### config.mk
export PLATFORM = sky130hd
export DESIGN_NAME = clk_fanout_ctrl
export DESIGN_NICKNAME = d
export VERILOG_FILES = /design/src/rtl/clk_fanout_pkg.sv /design/src/rtl/cfo_sync.sv /design/src/rtl/cfo_loader.sv /design/src/rtl/cfo_mux.sv /design/src/rtl/clk_fanout_ctrl.sv
export SDC_FILE = /design/constraint.sdc
export NUM_CORES = 1
export LEC_CHECK = 0
export BUFFER_PORTS_ARGS = -buffer_cell sky130_fd_sc_hd__buf_2
export CORE_MARGIN = 4
export CORE_UTILIZATION = 24
export CTS_CLUSTER_DIAMETER = 30
export DETAILED_ROUTE_END_ITERATION = 12
export GPL_TIMING_DRIVEN = 0
export SYNTH_ARGS = -nofsm -noshare
export SYNTH_HDL_FRONTEND = slang
export SYNTH_SLANG_ARGS = --single-unit
### constraint.sdc
create_clock -name clk_i -period 1.5 [get_ports clk_i]
set_input_delay 0.3 -clock clk_i [delete_from_list [all_inputs] [get_ports clk_i]]
set_output_delay 0.3 -clock clk_i [all_outputs]
set_load 0.005 [all_outputs]
### src/rtl/clk_fanout_pkg.sv
package clk_fanout_pkg;
  typedef enum logic {SRC_0 = 1'b0, SRC_1 = 1'b1} src_sel_e;
endpackage

### src/rtl/cfo_sync.sv
module cfo_sync #(
  parameter int WIDTH  = 3,
  parameter int STAGES = 2
) (
  input  logic             clk_i,
  input  logic             rst_ni,
  input  logic [WIDTH-1:0] d_i,
  output logic [WIDTH-1:0] q_o
);
  logic [WIDTH-1:0] stage_q [STAGES];

  for (genvar s = 0; s < STAGES; s++) begin : g_stage
    always_ff @(posedge clk_i or negedge rst_ni) begin
      if (!rst_ni) stage_q[s] <= '0;
      else if (s == 0) stage_q[s] <= d_i;
      else stage_q[s] <= stage_q[(s == 0) ? 0 : s-1];
    end
  end

  assign q_o = stage_q[STAGES-1];
endmodule

### src/rtl/cfo_loader.sv
module cfo_loader
  import clk_fanout_pkg::*;
#(
  parameter int NUM_OUT = 10
) (
  input  logic               clk_i,
  input  logic               rst_ni,
  input  logic               en_i,
  input  logic               ck_i,
  input  logic               si_i,
  output logic [NUM_OUT-1:0] lane_en_o,
  output src_sel_e           sel_o
);
  localparam int FRAME = NUM_OUT + 1;
  localparam int DONE  = FRAME + 1;
  localparam int CW    = $clog2(DONE + 1);

  logic             en_d_q, ck_d_q;
  logic [FRAME-1:0] shift_q, ctrl_q;
  logic [CW-1:0]    cnt_q;
  logic             en_rise, ck_rise, step;

  assign en_rise = en_i & ~en_d_q;
  assign ck_rise = ck_i & ~ck_d_q;
  assign step    = en_i & ck_rise & ~en_rise & (cnt_q != CW'(DONE));

  always_ff @(posedge clk_i or negedge rst_ni) begin
    if (!rst_ni) begin
      en_d_q  <= 1'b0;
      ck_d_q  <= 1'b0;
      shift_q <= '0;
      ctrl_q  <= '0;
      cnt_q   <= '0;
    end else begin
      en_d_q <= en_i;
      ck_d_q <= ck_i;
      if (en_rise) begin
        shift_q <= '0;
        ctrl_q  <= '0;
        cnt_q   <= '0;
      end else if (step) begin
        cnt_q <= cnt_q + 1'b1;
        if (cnt_q < CW'(FRAME)) shift_q <= {shift_q[FRAME-2:0], si_i};
        else                    ctrl_q  <= shift_q;
      end
    end
  end

  // first bit lands in the top stage: lane k enable sits at stage k+1
  for (genvar k = 0; k < NUM_OUT; k++) begin : g_map
    assign lane_en_o[k] = ctrl_q[k+1];
  end
  assign sel_o = src_sel_e'(ctrl_q[0]);

  assert_shift_in_R2: assert property (@(posedge clk_i) disable iff (!rst_ni)
    (step && (cnt_q < CW'(FRAME))) |=> (shift_q[0] == $past(si_i)));
  assert_load_only_12th_R4: assert property (@(posedge clk_i) disable iff (!rst_ni)
    (ctrl_q != $past(ctrl_q)) |-> (($past(cnt_q) == CW'(FRAME)) || (ctrl_q == '0)));
  assert_clear_on_en_R5: assert property (@(posedge clk_i) disable iff (!rst_ni)
    en_rise |=> ((ctrl_q == '0) && (cnt_q == '0) && (shift_q == '0)));
  assert_hold_after_load_R6: assert property (@(posedge clk_i) disable iff (!rst_ni)
    ((cnt_q == CW'(DONE)) && !en_rise) |=> $stable(ctrl_q));
  assert_cnt_limit_R6: assert property (@(posedge clk_i) disable iff (!rst_ni)
    cnt_q <= CW'(DONE));
endmodule

### src/rtl/cfo_mux.sv
module cfo_mux
  import clk_fanout_pkg::*;
#(
  parameter int NUM_OUT = 10
) (
  input  logic               en_i,
  input  logic               si_i,
  input  logic [NUM_OUT-1:0] lane_en_i,
  input  src_sel_e           sel_i,
  input  logic               src0_i,
  input  logic               src1_i,
  output logic [NUM_OUT-1:0] clk_o,
  output logic [NUM_OUT-1:0] oe_o
);
  src_sel_e eff_sel;
  logic     src_clk;

  assign eff_sel = en_i ? sel_i : src_sel_e'(si_i);
  assign src_clk = (eff_sel == SRC_1) ? src1_i : src0_i;

  for (genvar k = 0; k < NUM_OUT; k++) begin : g_lane
    assign oe_o[k]  = en_i ? lane_en_i[k] : 1'b1;
    assign clk_o[k] = oe_o[k] & src_clk;
  end
endmodule

### src/rtl/clk_fanout_ctrl.sv
module clk_fanout_ctrl
  import clk_fanout_pkg::*;
#(
  parameter int NUM_OUT     = 10,
  parameter int SYNC_STAGES = 2
) (
  input  logic               clk_i,
  input  logic               rst_ni,
  input  logic               src0_clk_i,
  input  logic               src1_clk_i,
  input  logic               prog_en_i,
  input  logic               prog_data_i,
  input  logic               prog_clk_i,
  output logic [NUM_OUT-1:0] clk_o,
  output logic [NUM_OUT-1:0] oe_o
);
  logic [2:0]         ctl_s;
  logic [NUM_OUT-1:0] lane_en;
  src_sel_e           sel;

  cfo_sync #(.WIDTH(3), .STAGES(SYNC_STAGES)) u_sync (
    .clk_i (clk_i),
    .rst_ni(rst_ni),
    .d_i   ({prog_en_i, prog_clk_i, prog_data_i}),
    .q_o   (ctl_s)
  );

  cfo_loader #(.NUM_OUT(NUM_OUT)) u_loader (
    .clk_i    (clk_i),
    .rst_ni   (rst_ni),
    .en_i     (ctl_s[2]),
    .ck_i     (ctl_s[1]),
    .si_i     (ctl_s[0]),
    .lane_en_o(lane_en),
    .sel_o    (sel)
  );

  cfo_mux #(.NUM_OUT(NUM_OUT)) u_mux (
    .en_i     (ctl_s[2]),
    .si_i     (ctl_s[0]),
    .lane_en_i(lane_en),
    .sel_i    (sel),
    .src0_i   (src0_clk_i),
    .src1_i   (src1_clk_i),
    .clk_o    (clk_o),
    .oe_o     (oe_o)
  );

  assert_bypass_all_on_R7: assert property (@(posedge clk_i) disable iff (!rst_ni)
    !ctl_s[2] |-> (oe_o == '1));
  assert_gated_from_ctrl_R8: assert property (@(posedge clk_i) disable iff (!rst_ni)
    ctl_s[2] |-> (oe_o == lane_en));
endmodule

==> summary.md, run 1 <==
| Metric | Value |
|---|---|
| Status | `complete, but fails checks` |
| Failing checks | `setup timing` |
| WP data required | `1200 ps` |
| Via count | `1303` |
| Max_cap viols | `0` |
| Max layer used | `met4` |
| Number of global-route vias before repair | `1307` |
| Post-synthesis sequential area ratio | `0.5350` |
| Num CTS Buffers | `5` |
| Maximum VDD drop | `0.0003842 V` |
| Routed length on met3 | `181 um` |
| GR Overflow Total | `0` |
| Worst hold path class | `in -> async` |
| H-tree depth | `2` |
| Crit path max-delay cell type | `dfrtp_2` |
| Gate Count Post-Synth | `158` |
| Initial DRT Pass Iterations | `4` |
| Power Dens Cells | `795.7 nW/um2` |
| Core footprint | `6386 um2` |
| DP Worst Slack | `-374.4 ps` |
| Seq cells post-synth | `34` |
| Setup crit start kind | `flop` |
| Post-Route M1 WL | `1.474 mm` |
| TritonCTS clock tree | `done` |
| Routed wl met2 | `1.864 mm` |
| DPL Wire Length | `2.342 mm` |
| Share of layout cells above drive strength 1 | `0.4049` |
| Starting density of the core | `0.2490` |
| CTS Sinks | `34` |
| Final setup viols | `31` |
| CP Capture Type | `output port` |
| Most used cell, CP | `mux2i_4` |
| Leakage power | `0.9970 nW` |
| Placer Congestion | `0.7711` |
| Final core utilization | `0.3613` |
| Leading area contributor after synthesis | `dfrtp_1` |
| Distinct cells, synth | `25` |
| Root Driver | `clkbuf_8` |
| CP Cell Sequence | `mux2i_4, mux2i_4, nor2b_1, buf_2` |
| Area share of the largest cell type after synthesis | `0.5350` |
| CP Data Arrival Time | `1590 ps` |
| Die height | `89.40 um` |
| DRC Markers | `0` |
| Overall power | `1.836 mW` |
| # rows | `29` |
| Fin crit period | `1887 ps` |
| I/O pins | `27` |
| Clock latency on the worst-skew pair | `290 ps` |
| RSZ-0062 raised after global routing | `yes` |
| Die W | `89.40 um` |
| Synth area leaders | `dfrtp_1, mux2i_1, nand2_1` |
| Drt wl/cell | `12.76 um` |
| Syn avg cell area | `10.07 um2` |
| ANT nets after route | `0` |
| Number of I/O port buffers | `26` |
| Worst Path Max Fanout | `5` |
| Endpoints failing hold | `0` |
| Die Footprint | `7992 um2` |
| Final Max Tran Viols | `0` |
| Slew headroom | `0.5064` |
| Synthesized Nets | `167` |
| Number of diodes | `0` |
| Critical setup path kind | `reg -> out` |
| Cell area after synthesis | `1590 um2` |
| Total routed wirelength | `3.599 mm` |
| Nets | `214` |
| Least-Margin Pin Slew | `740.4 ps` |
| Clock transition at path regs | `60 ps` |
| Synthesis-to-layout area growth | `45.08%` |
| Vias/cell | `4.621` |
| FMAX | `529.8 MHz` |
| Initial DRC Count | `50` |
| First-pass GRT wire length | `5.947 mm` |
| Clk_skew | `5.945 ps` |
| Pin count of the biggest net entering global routing | `35` |
| CP max stage delay | `400 ps` |
| Gr usage total | `0.09872` |
| Final WS setup | `-387.4 ps` |
| Max clock buf depth | `2` |
| Initial antenna violation count | `0` |
| Yosys Warn Count | `0` |
| Fin crit share | `1.258` |
## routing by layer
metal,vias up,GRT usage
met5,-,0
met4,0,0.04601
met3,6,0.02949
met2,31,0.1842
met1,620,0.09966
li1,646,-
## power breakdown
group / switching [mW] / total (mW) / leakage, nW / internal (mW)
Clock: 0.308 / 0.619 / 0.0438 / 0.311
Combinational: 0.126 / 0.263 / 0.499 / 0.136
Sequential: 0.0171 / 0.954 / 0.454 / 0.937
Total: 0.452 / 1.84 / 0.997 / 1.38
## cell usage after synthesis, drive strengths merged
| master | instances |
|---|---|
| a21oi | 14 |
| and2 | 1 |
| and3 | 1 |
| and3b | 1 |
| buf | 6 |
| clkbuf | 3 |
| dfrtp | 34 |
| ha | 2 |
| inv | 4 |
| mux2i | 13 |
| nand2 | 23 |
| nand2b | 9 |
| nand3 | 15 |
| nand3b | 1 |
| nor2b | 10 |
| nor3 | 1 |
| o21a | 1 |
| o21ai | 14 |
| o311ai | 2 |
| o41ai | 2 |
| or2b | 1 |
## per-stage QoR
stage	instance area [um2]	TNS, ps	hold slack [ps]	cells
2_1_floorplan	1590	-18.76	4.409	158
3_3_place_gp	1817	-3840	332.6	261
3_5_place_dp	1817	-4405	334.7	261
4_1_cts	2152	-5159	101.1	278
5_1_grt	2307	-8290	106.4	282
6_report	2307	-6255	80.12	282
## path summary, 6_finish.rpt
kind,startpoint,end,slack (ps),cells past startpoint
max,u_sync.q_o[2],clk_o[4],-390,4
min in group clk_i,prog_data_i,u_sync.stage_q[3],120,1
max reg2reg,u_sync.q_o[2],u_loader.ctrl_q[1],-100,7
min,rst_ni,u_sync.stage_q[4],80,1
max in group asynchronous,rst_ni,u_sync.q_o[2],910,1
min reg2reg,u_sync.stage_q[4],u_sync.q_o[1],350,0
## cells in the final DEF, fill, tap and decap left out, drive strengths merged
master,Yosys,routed
and3b,1,1
nand3,15,15
a21oi,14,14
nand3b,1,1
nand2b,9,9
o41ai,2,2
clkinv,0,2
nor3,1,1
mux2i,13,14
or2b,1,1
nor2b,10,10
ha,2,2
inv,4,4
clkbuf,3,10
o21ai,14,14
and3,1,1
buf,6,43
and2,1,1
o311ai,2,2
nand2,23,23
dfrtp,34,34
o21a,1,1
## registers in the layout, summed over array words and instances, names as in the netlist
signal and cells:
u_loader.shift_q 11, u_sync.q_o 3, u_loader.ctrl_q 11, u_loader.ck_d_q 1
u_loader.en_d_q 1, u_sync.stage_q 3, u_loader.cnt_q 4
## cell type report
type | count | area (um2)
fill | 635 | 4079
sequential | 34 | 852.1
multi-input combinational | 112 | 850.8
timing repair buffer | 39 | 310.3
buffer | 9 | 103.9
tap | 77 | 96.34
clock buffer | 5 | 68.82
inverter | 4 | 15.01
clock inverter | 2 | 10.01
## critical path, delay by kind of cell, from the launching register on
kind / cells / cell delay (ps)
muxes: 2 / 700
buffers and inverters: 1 / 130
and+or+nand+nor: 1 / 80
DFF: 1 / 400
## cell families after synthesis
family | Yosys count | synth area share
AO/OA/AOI/OAI | 33 | 0.1149
adder cells (fa/ha/maj) | 2 | 0.01573
buffers and inverters | 13 | 0.03855
flip-flops | 34 | 0.5350
multiplexers | 13 | 0.08419
AND/OR/NAND/NOR | 63 | 0.2116
## timing repair
action                     in CTS  in global routing
setup endpoints to repair      40                 44
pin swaps                       1                  3
hold buffers                    0                  0
gates resized for setup        31                 44
buffers inserted                7                  4
cloned                          3                  0
(Power assumes the default switching activity.)
==> run 2: changes to the inputs <==
--- a/config.mk
+++ b/config.mk
@@ -5,7 +5,9 @@
 export SDC_FILE = /design/constraint.sdc
 export NUM_CORES = 1
 export LEC_CHECK = 0
+export ABC_AREA = 1
 export BUFFER_PORTS_ARGS = -buffer_cell sky130_fd_sc_hd__buf_2
+export CAP_MARGIN = 20
 export CORE_MARGIN = 4
 export CORE_UTILIZATION = 24
 export CTS_CLUSTER_DIAMETER = 30
==> summary.md, run 2 <==
| Metric | Value |
|---|---|
| Status | `complete, but fails checks (unchanged)` |
| Failing checks | `setup timing (unchanged)` |
| Max_cap viols | `0 (unchanged)` |
| Commonest cells in the netlist | `nand2_1, dfrtp_1, nor2_1, inv_1, nand3_1 (was dfrtp_1, nand2_1, nand3_1, a21oi_1, o21ai_0)` |
| # rows | `29 (unchanged)` |
| Non-Filler Instances | `304 (was 282)` |
| Max layer used | `met4 (unchanged)` |
| WP data required | `1200 ps (about the same)` |
| Leading cell type in the layout, fill and taps excluded | `nand2_1 (was dfrtp_1)` |
| Multi-input gate area | `635.6 um2 (was 850.8 um2)` |
| Slew headroom | `0.5034 (was 0.5064)` |
| Share of layout cells above drive strength 1 | `0.2687 (was 0.4049)` |
| Die height | `89.31 um (was 89.40 um)` |
| Most used cell, CP | `nand2_4 (was mux2i_4)` |
| Vias/cell | `4.194 (was 4.621)` |
| Gr usage total | `0.09355 (was 0.09872)` |
| First-pass GRT wire length | `5.616 mm (was 5.947 mm)` |
| Yosys Warn Count | `0 (unchanged)` |
| Leading area contributor after synthesis | `dfrtp_1 (unchanged)` |
| Max clock buf depth | `2 (unchanged)` |
| Worst hold path class | `in -> async (unchanged)` |
| Cell area after synthesis | `1587 um2 (was 1590 um2)` |
| Distinct cells, synth | `20 (was 25)` |
| Core footprint | `6386 um2 (unchanged)` |
| H-tree depth | `2 (unchanged)` |
| Final WS setup | `-161.7 ps (was -387.4 ps)` |
| Number of diodes | `0 (unchanged)` |
| Top Registers | `u_loader.ctrl_q (11), u_loader.shift_q (11), u_loader.cnt_q (4) (unchanged)` |
| DRC Markers | `0 (unchanged)` |
| CP Cell Sequence | `inv_2, nand2_2, nand2_4, nand2_4, o21ai_4, nor2_1, buf_2 (was mux2i_4, mux2i_4, nor2b_1, buf_2)` |
| Least-Margin Pin Slew | `744.8 ps (was 740.4 ps)` |
| Crit path max-delay cell type | `dfrtp_1 (was dfrtp_2)` |
| Post-synth EDFFs | `0 (unchanged)` |
| FFs w/ async S/R, synth | `1.000 (unchanged)` |
| Cells after DPL | `293 (was 261)` |
| ANT nets after route | `0 (unchanged)` |
| Fin crit share | `1.108 (was 1.258)` |
| Ys flop type | `dfrtp_1 (unchanged)` |
| Nets | `236 (was 214)` |
| Initial DRC Count | `51 (was 50)` |
| Number of I/O port buffers | `26 (unchanged)` |
| Drt wl/cell | `11.09 um (was 12.76 um)` |
| Maximum VDD drop | `0.0003221 V (was 0.0003842 V)` |
| Post-Route M1 WL | `1.555 mm (was 1.474 mm)` |
| Starting density of the core | `0.2484 (was 0.2490)` |
| Fin crit period | `1662 ps (was 1887 ps)` |
| RSZ-0062 raised after global routing | `yes (unchanged)` |
| GR Overflow Total | `0 (unchanged)` |
| Post-synthesis sequential area ratio | `0.5363 (was 0.5350)` |
| Most common cell in the netlist | `nand2_1 (was dfrtp_1)` |
| FMAX | `601.8 MHz (was 529.8 MHz)` |
| Total routed wirelength | `3.372 mm (was 3.599 mm)` |
| CP Data Arrival Time | `1360 ps (was 1590 ps)` |
| Endpoints failing hold | `0 (unchanged)` |
| Clock transition at path regs | `70 ps (was 60 ps)` |
| Final instance area | `1964 um2 (was 2307 um2)` |
| Clock latency on the worst-skew pair | `280 ps (was 290 ps)` |
| Area share of the largest cell type after synthesis | `0.5363 (was 0.5350)` |
| Synthesis-to-layout area growth | `23.82% (was 45.08%)` |
| Placer Congestion | `0.7389 (was 0.7711)` |
| Critical setup path kind | `reg -> out (unchanged)` |
| TritonCTS clock tree | `done (unchanged)` |
| Root Driver | `clkbuf_8 (unchanged)` |
| Gate Count Post-Synth | `190 (was 158)` |
| I/O pins | `27 (unchanged)` |
| Clk_skew | `4.669 ps (was 5.945 ps)` |
| Via count | `1275 (was 1303)` |
| Final setup viols | `20 (was 31)` |
| Initial DRT Pass Iterations | `4 (unchanged)` |
| Register area | `850.8 um2 (was 852.1 um2)` |
| Initial antenna violation count | `0 (unchanged)` |
| CP top delay family | `flip-flops (was multiplexers)` |
| Synth area leaders | `dfrtp_1, nand2_1, nor2_1 (was dfrtp_1, mux2i_1, nand2_1)` |
| Number of global-route vias before repair | `1150 (was 1307)` |
| Fillers | `689 (was 635)` |
| CP Capture Type | `output port (unchanged)` |
| Leakage power | `1.059 nW (was 0.9970 nW)` |
| Placed Area | `1813 um2 (was 1817 um2)` |
| Final Max Tran Viols | `0 (unchanged)` |
| CP max stage delay | `410 ps (was 400 ps)` |
| CTS Sinks | `34 (unchanged)` |
| Routed wl met2 | `1.578 mm (was 1.864 mm)` |
| Setup crit start kind | `flop (unchanged)` |
| Worst Path Max Fanout | `5 (unchanged)` |
| Synthesized Nets | `199 (was 167)` |
| Die W | `89.31 um (was 89.40 um)` |
| Worst Path Buf+Inv | `2 (was 1)` |
| DPL Wire Length | `2.260 mm (was 2.342 mm)` |
| Die Footprint | `7975 um2 (was 7992 um2)` |
| Num CTS Buffers | `5 (unchanged)` |
| Pin count of the biggest net entering global routing | `35 (unchanged)` |
| Seq cells post-synth | `34 (unchanged)` |
| Most frequent cells in the layout | `nand2_1, dfrtp_1, buf_2 (was dfrtp_1, nand2_1, buf_2)` |
| Routed length on met3 | `186 um (was 181 um)` |
| Syn avg cell area | `8.350 um2 (was 10.07 um2)` |
| Power Dens Cells | `898.6 nW/um2 (was 795.7 nW/um2)` |
## run 2: changes by cell type after synthesis, sizes merged, moves of 3 or more
cell    delta
a21oi     -14
clkbuf     -3
inv       +23
mux2i     -13
nand2     +28
nand2b     -9
nand3      +4
nand4      +8
nor2      +31
nor2b     -10
o21ai      -3
## run 2: power breakdown
part | internal (mW) | total [mW] | switching, mW
registers | 0.937 | 0.949 | 0.0125
logic | 0.0696 | 0.188 | 0.118
clock network | 0.311 | 0.628 | 0.317
## run 2: path summary, 6_finish.rpt
| kind | start | end | slack (ps) | cells after the start |
|---|---|---|---|---|
| max in group asynchronous | rst_ni | u_loader.en_d_q | 940 | 1 |
| min reg2reg | u_sync.stage_q[4] | u_sync.q_o[1] | 350 | 0 |
| max | u_sync.q_o[2] | clk_o[0] | -160 | 7 |
| min in group clk_i | prog_clk_i | u_sync.stage_q[4] | 120 | 1 |
| max reg2reg | u_loader.cnt_q[0] | u_loader.shift_q[5] | 140 | 8 |
| min | rst_ni | u_loader.ctrl_q[9] | 80 | 1 |
## run 2: worst register-to-register path, cell delays in order (launching register included)
cell and delay, ps:
dfrtp_1 410, ha_2 210, nand2_1 100, nand2_4 100
nor2_4 120, inv_2 50, buf_6 140, nand2_1 70
o21ai_2 50
## run 2: cell families (layout without fill, tap and decap cells)
group | after synthesis | after routing | synth area share
buf+inv | 33 | 69 | 0.09385
flops | 34 | 34 | 0.5363
simple gates | 110 | 110 | 0.3099
fa+ha+maj | 2 | 2 | 0.01577
compound gates | 11 | 12 | 0.04416
## run 2: cell type report
| class | count | share of cell area |
|---|---|---|
| Clock buffer | 5 | 0.03503 |
| Multi-Input combinational cell | 124 | 0.3236 |
| Tap cell | 77 | 0.04904 |
| Clock inverter | 2 | 0.005096 |
| Timing Repair Buffer | 29 | 0.07771 |
| Sequential cell | 34 | 0.4331 |
| Inverter | 27 | 0.05159 |
| Buffer | 6 | 0.02484 |
## run 2: stage by stage
stage | power, mW | utilization | setup slack (ps) | hold slack (ps) | setup TNS, ps
floorplan | 1.056 | - | 185.6 | 4.409 | 0
global placement | 1.134 | 0.2839 | -85.00 | 335.2 | -961.2
detailed placement | 1.136 | 0.2839 | -119.1 | 334.7 | -1426
CTS | 1.790 | 0.3041 | -199.3 | 112.2 | -2384
global route | 1.866 | 0.3076 | -260.1 | 107.5 | -3883
finish | 1.765 | 0.3076 | -161.7 | 81.86 | -1701
## run 2: what timing repair did
item / 4_1_cts / 5_1_grt
gates resized for setup: 9 / 2
hold buffers: 0 / 0
setup endpoints to repair: 20 / 38
cloned: 1 / 0
setup buffers: 1 / 2
hold endpoints to repair: 0 / 0
pin swaps: 2 / 3
## run 2: routing by layer
metal / vias to the layer above / track usage
li1: 664 / -
met1: 579 / 0.1185
met2: 26 / 0.1514
met3: 6 / 0.02857
met4: 0 / 0.03248
met5: - / 0
==> run 3: changes to the inputs <==
--- a/config.mk
+++ b/config.mk
@@ -8,11 +8,14 @@
 export ABC_AREA = 1
 export BUFFER_PORTS_ARGS = -buffer_cell sky130_fd_sc_hd__buf_2
 export CAP_MARGIN = 20
+export CELL_PAD_IN_SITES_DETAIL_PLACEMENT = 1
+export CELL_PAD_IN_SITES_GLOBAL_PLACEMENT = 1
 export CORE_MARGIN = 4
 export CORE_UTILIZATION = 24
 export CTS_CLUSTER_DIAMETER = 30
 export DETAILED_ROUTE_END_ITERATION = 12
 export GPL_TIMING_DRIVEN = 0
+export PLACE_DENSITY_LB_ADDON = 0.1
 export SYNTH_ARGS = -nofsm -noshare
 export SYNTH_HDL_FRONTEND = slang
 export SYNTH_SLANG_ARGS = --single-unit
==> summary.md, run 3 (same netlist as run 2, synthesis figures left out) <==
| Metric | Value |
|---|---|
| Most used cell, CP | `nand2_4 (unchanged)` |
| Final setup viols | `18 (was 20)` |
| R2R setup slack | `110 ps (was 140 ps)` |
| Slew headroom | `0.4751 (was 0.5034)` |
| WP data required | `1200 ps (about the same)` |
| Share of layout cells above drive strength 1 | `0.3231 (was 0.2687)` |
| CTS Sinks | `34 (unchanged)` |
| Starting density of the core | `0.2484 (unchanged)` |
| Reg2reg path depth | `8 (unchanged)` |
| CP Capture Type | `output port (unchanged)` |
| Failing checks | `setup timing (unchanged)` |
| Nets | `237 (was 236)` |
| I/O pins | `27 (unchanged)` |
| Max_cap viols | `0 (unchanged)` |
| DPL Wire Length | `2.852 mm (was 2.260 mm)` |
| Gr usage total | `0.1128 (was 0.09355)` |
| Die W | `89.31 um (unchanged)` |
| Number of I/O port buffers | `26 (unchanged)` |
| TritonCTS clock tree | `done (unchanged)` |
| Placed Area | `1813 um2 (unchanged)` |
| Final instance area | `2042 um2 (was 1964 um2)` |
| Num CTS Buffers | `5 (unchanged)` |
| Endpoints failing hold | `0 (unchanged)` |
| Setup crit start kind | `flop (unchanged)` |
| Number of diodes | `0 (unchanged)` |
| Cells after DPL | `293 (unchanged)` |
| Most frequent cells in the layout | `nand2_1, dfrtp_1, buf_2 (unchanged)` |
| CP startpoint | `u_sync.q_o[2] (unchanged)` |
| Final WS setup | `-149.1 ps (was -161.7 ps)` |
| Clock transition at path regs | `70 ps (about the same)` |
| Power Dens Cells | `956.2 nW/um2 (was 898.6 nW/um2)` |
| Initial antenna violation count | `0 (unchanged)` |
| Leakage power | `1.084 nW (was 1.059 nW)` |
| Final Max Tran Viols | `0 (unchanged)` |
| Pin count of the biggest net entering global routing | `35 (unchanged)` |
| RR Startpoint | `u_loader.cnt_q[0] (unchanged)` |
| Leading cell type in the layout, fill and taps excluded | `nand2_1 (unchanged)` |
| RSZ-0062 raised after global routing | `yes (unchanged)` |
| Crit path capture | `clk_o[8] (was clk_o[0])` |
| ANT nets after route | `0 (unchanged)` |
| DRC Markers | `0 (unchanged)` |
| Die height | `89.31 um (unchanged)` |
| Non-Filler Instances | `306 (was 304)` |
| Root Driver | `clkbuf_8 (unchanged)` |
| Number of global-route vias before repair | `1255 (was 1150)` |
| Placer Congestion | `0.6996 (was 0.7389)` |
| Critical setup path kind | `reg -> out (unchanged)` |
| GR Overflow Total | `0 (unchanged)` |
| H-tree depth | `2 (unchanged)` |
| Worst Path Buf+Inv | `2 (unchanged)` |
| Least-Margin Pin Slew | `787.3 ps (was 744.8 ps)` |
| Initial DRC Count | `51 (unchanged)` |
| CP Depth | `7 (unchanged)` |
| Die Footprint | `7975 um2 (unchanged)` |
| Clk_skew | `2.528 ps (was 4.669 ps)` |
| Fillers | `766 (was 689)` |
| Worst Path Max Fanout | `5 (unchanged)` |
| CP top delay family | `flip-flops (unchanged)` |
| Clock latency on the worst-skew pair | `280 ps (about the same)` |
| Vias/cell | `4.261 (was 4.194)` |
| Top Registers | `u_loader.ctrl_q (11), u_loader.shift_q (11), u_loader.cnt_q (4) (unchanged)` |
| Via count | `1304 (was 1275)` |
| Initial DRT Pass Iterations | `6 (was 4)` |
| Total routed wirelength | `4.070 mm (was 3.372 mm)` |
| Max clock buf depth | `2 (unchanged)` |
| Maximum VDD drop | `0.0002884 V (was 0.0003221 V)` |
| Core footprint | `6386 um2 (unchanged)` |
| Synthesis-to-layout area growth | `28.71% (was 23.82%)` |
| # rows | `29 (unchanged)` |
| Crit path max-delay cell type | `dfrtp_2 (was dfrtp_1)` |
| Fin crit share | `1.099 (was 1.108)` |
| Overall power | `1.953 mW (was 1.765 mW)` |
| CP Data Arrival Time | `1350 ps (was 1360 ps)` |
| Fin crit period | `1649 ps (was 1662 ps)` |
| CP max stage delay | `430 ps (was 410 ps)` |
| Worst hold path class | `in -> async (unchanged)` |
| Status | `complete, but fails checks (unchanged)` |
| FF-to-FF End | `u_loader.shift_q[9] (was u_loader.shift_q[5])` |
| Drt wl/cell | `13.30 um (was 11.09 um)` |
| FMAX | `606.4 MHz (was 601.8 MHz)` |
| First-pass GRT wire length | `6.617 mm (was 5.616 mm)` |
| CP Cell Sequence | `inv_2, nand2_2, nand2_4, nand2_4, o21ai_4, nor2_1, buf_2 (unchanged)` |
## run 3: cell type report
class,count,area (um2),share of cell area
buffer,6,51.30,0.02512
clock buffer,8,110.1,0.05392
inverter,27,101.3,0.04963
multi-input combinational,124,670.6,0.3284
sequential,34,852.1,0.4173
tap,77,96.34,0.04718
timing repair buffer,30,160.2,0.07843
## run 3: power breakdown
part           switching [mW]  internal, mW  leakage [nW]
logic                   0.126        0.0765         0.572
registers              0.0134         0.937         0.454
clock network           0.337         0.464        0.0575
total                   0.476          1.48          1.08
## run 3: repair_timing
item / 4_1_cts / 5_1_grt
pin swaps: 3 / 4
setup endpoints to repair: 26 / 37
resized for setup: 10 / 16
gates cloned: 1 / 0
hold buffers: 0 / 0
buffers inserted: 3 / 1
## run 3: worst min-delay path by stage
stage / from / endpoint / slack, ps / cells after the start
3_5_place_dp: u_sync.stage_q[5] / u_sync.q_o[2] / 340 / 0
3_3_place_gp: u_sync.stage_q[5] / u_sync.q_o[2] / 330 / 0
4_1_cts: prog_en_i / u_sync.stage_q[5] / 100 / 1
5_1_grt: prog_data_i / u_sync.stage_q[3] / 100 / 1
6_report: rst_ni / u_loader.ctrl_q[5] / 90 / 1
2_1_floorplan: rst_ni / u_loader.ck_d_q / 4 / 0
## run 3: per-layer routing
metal	global-route usage	part of all wire
met1	0.1551	0.49
met2	0.1681	0.44
met3	0.03318	0.051
met4	0.04060	0.015
met5	0	0
## run 3: metrics by stage
stage               setup TNS [ps]  utilization  setup WS, ps  hold slack [ps]
detailed placement           -1880       0.2839        -152.1            336.4
global route                 -3421       0.3197        -249.5            98.61
global placement             -1606       0.2839        -124.6            333.0
finish                       -1424       0.3197        -149.1            91.79
CTS                          -2267       0.3115        -181.6            102.8
floorplan                        0            -         185.6            4.409
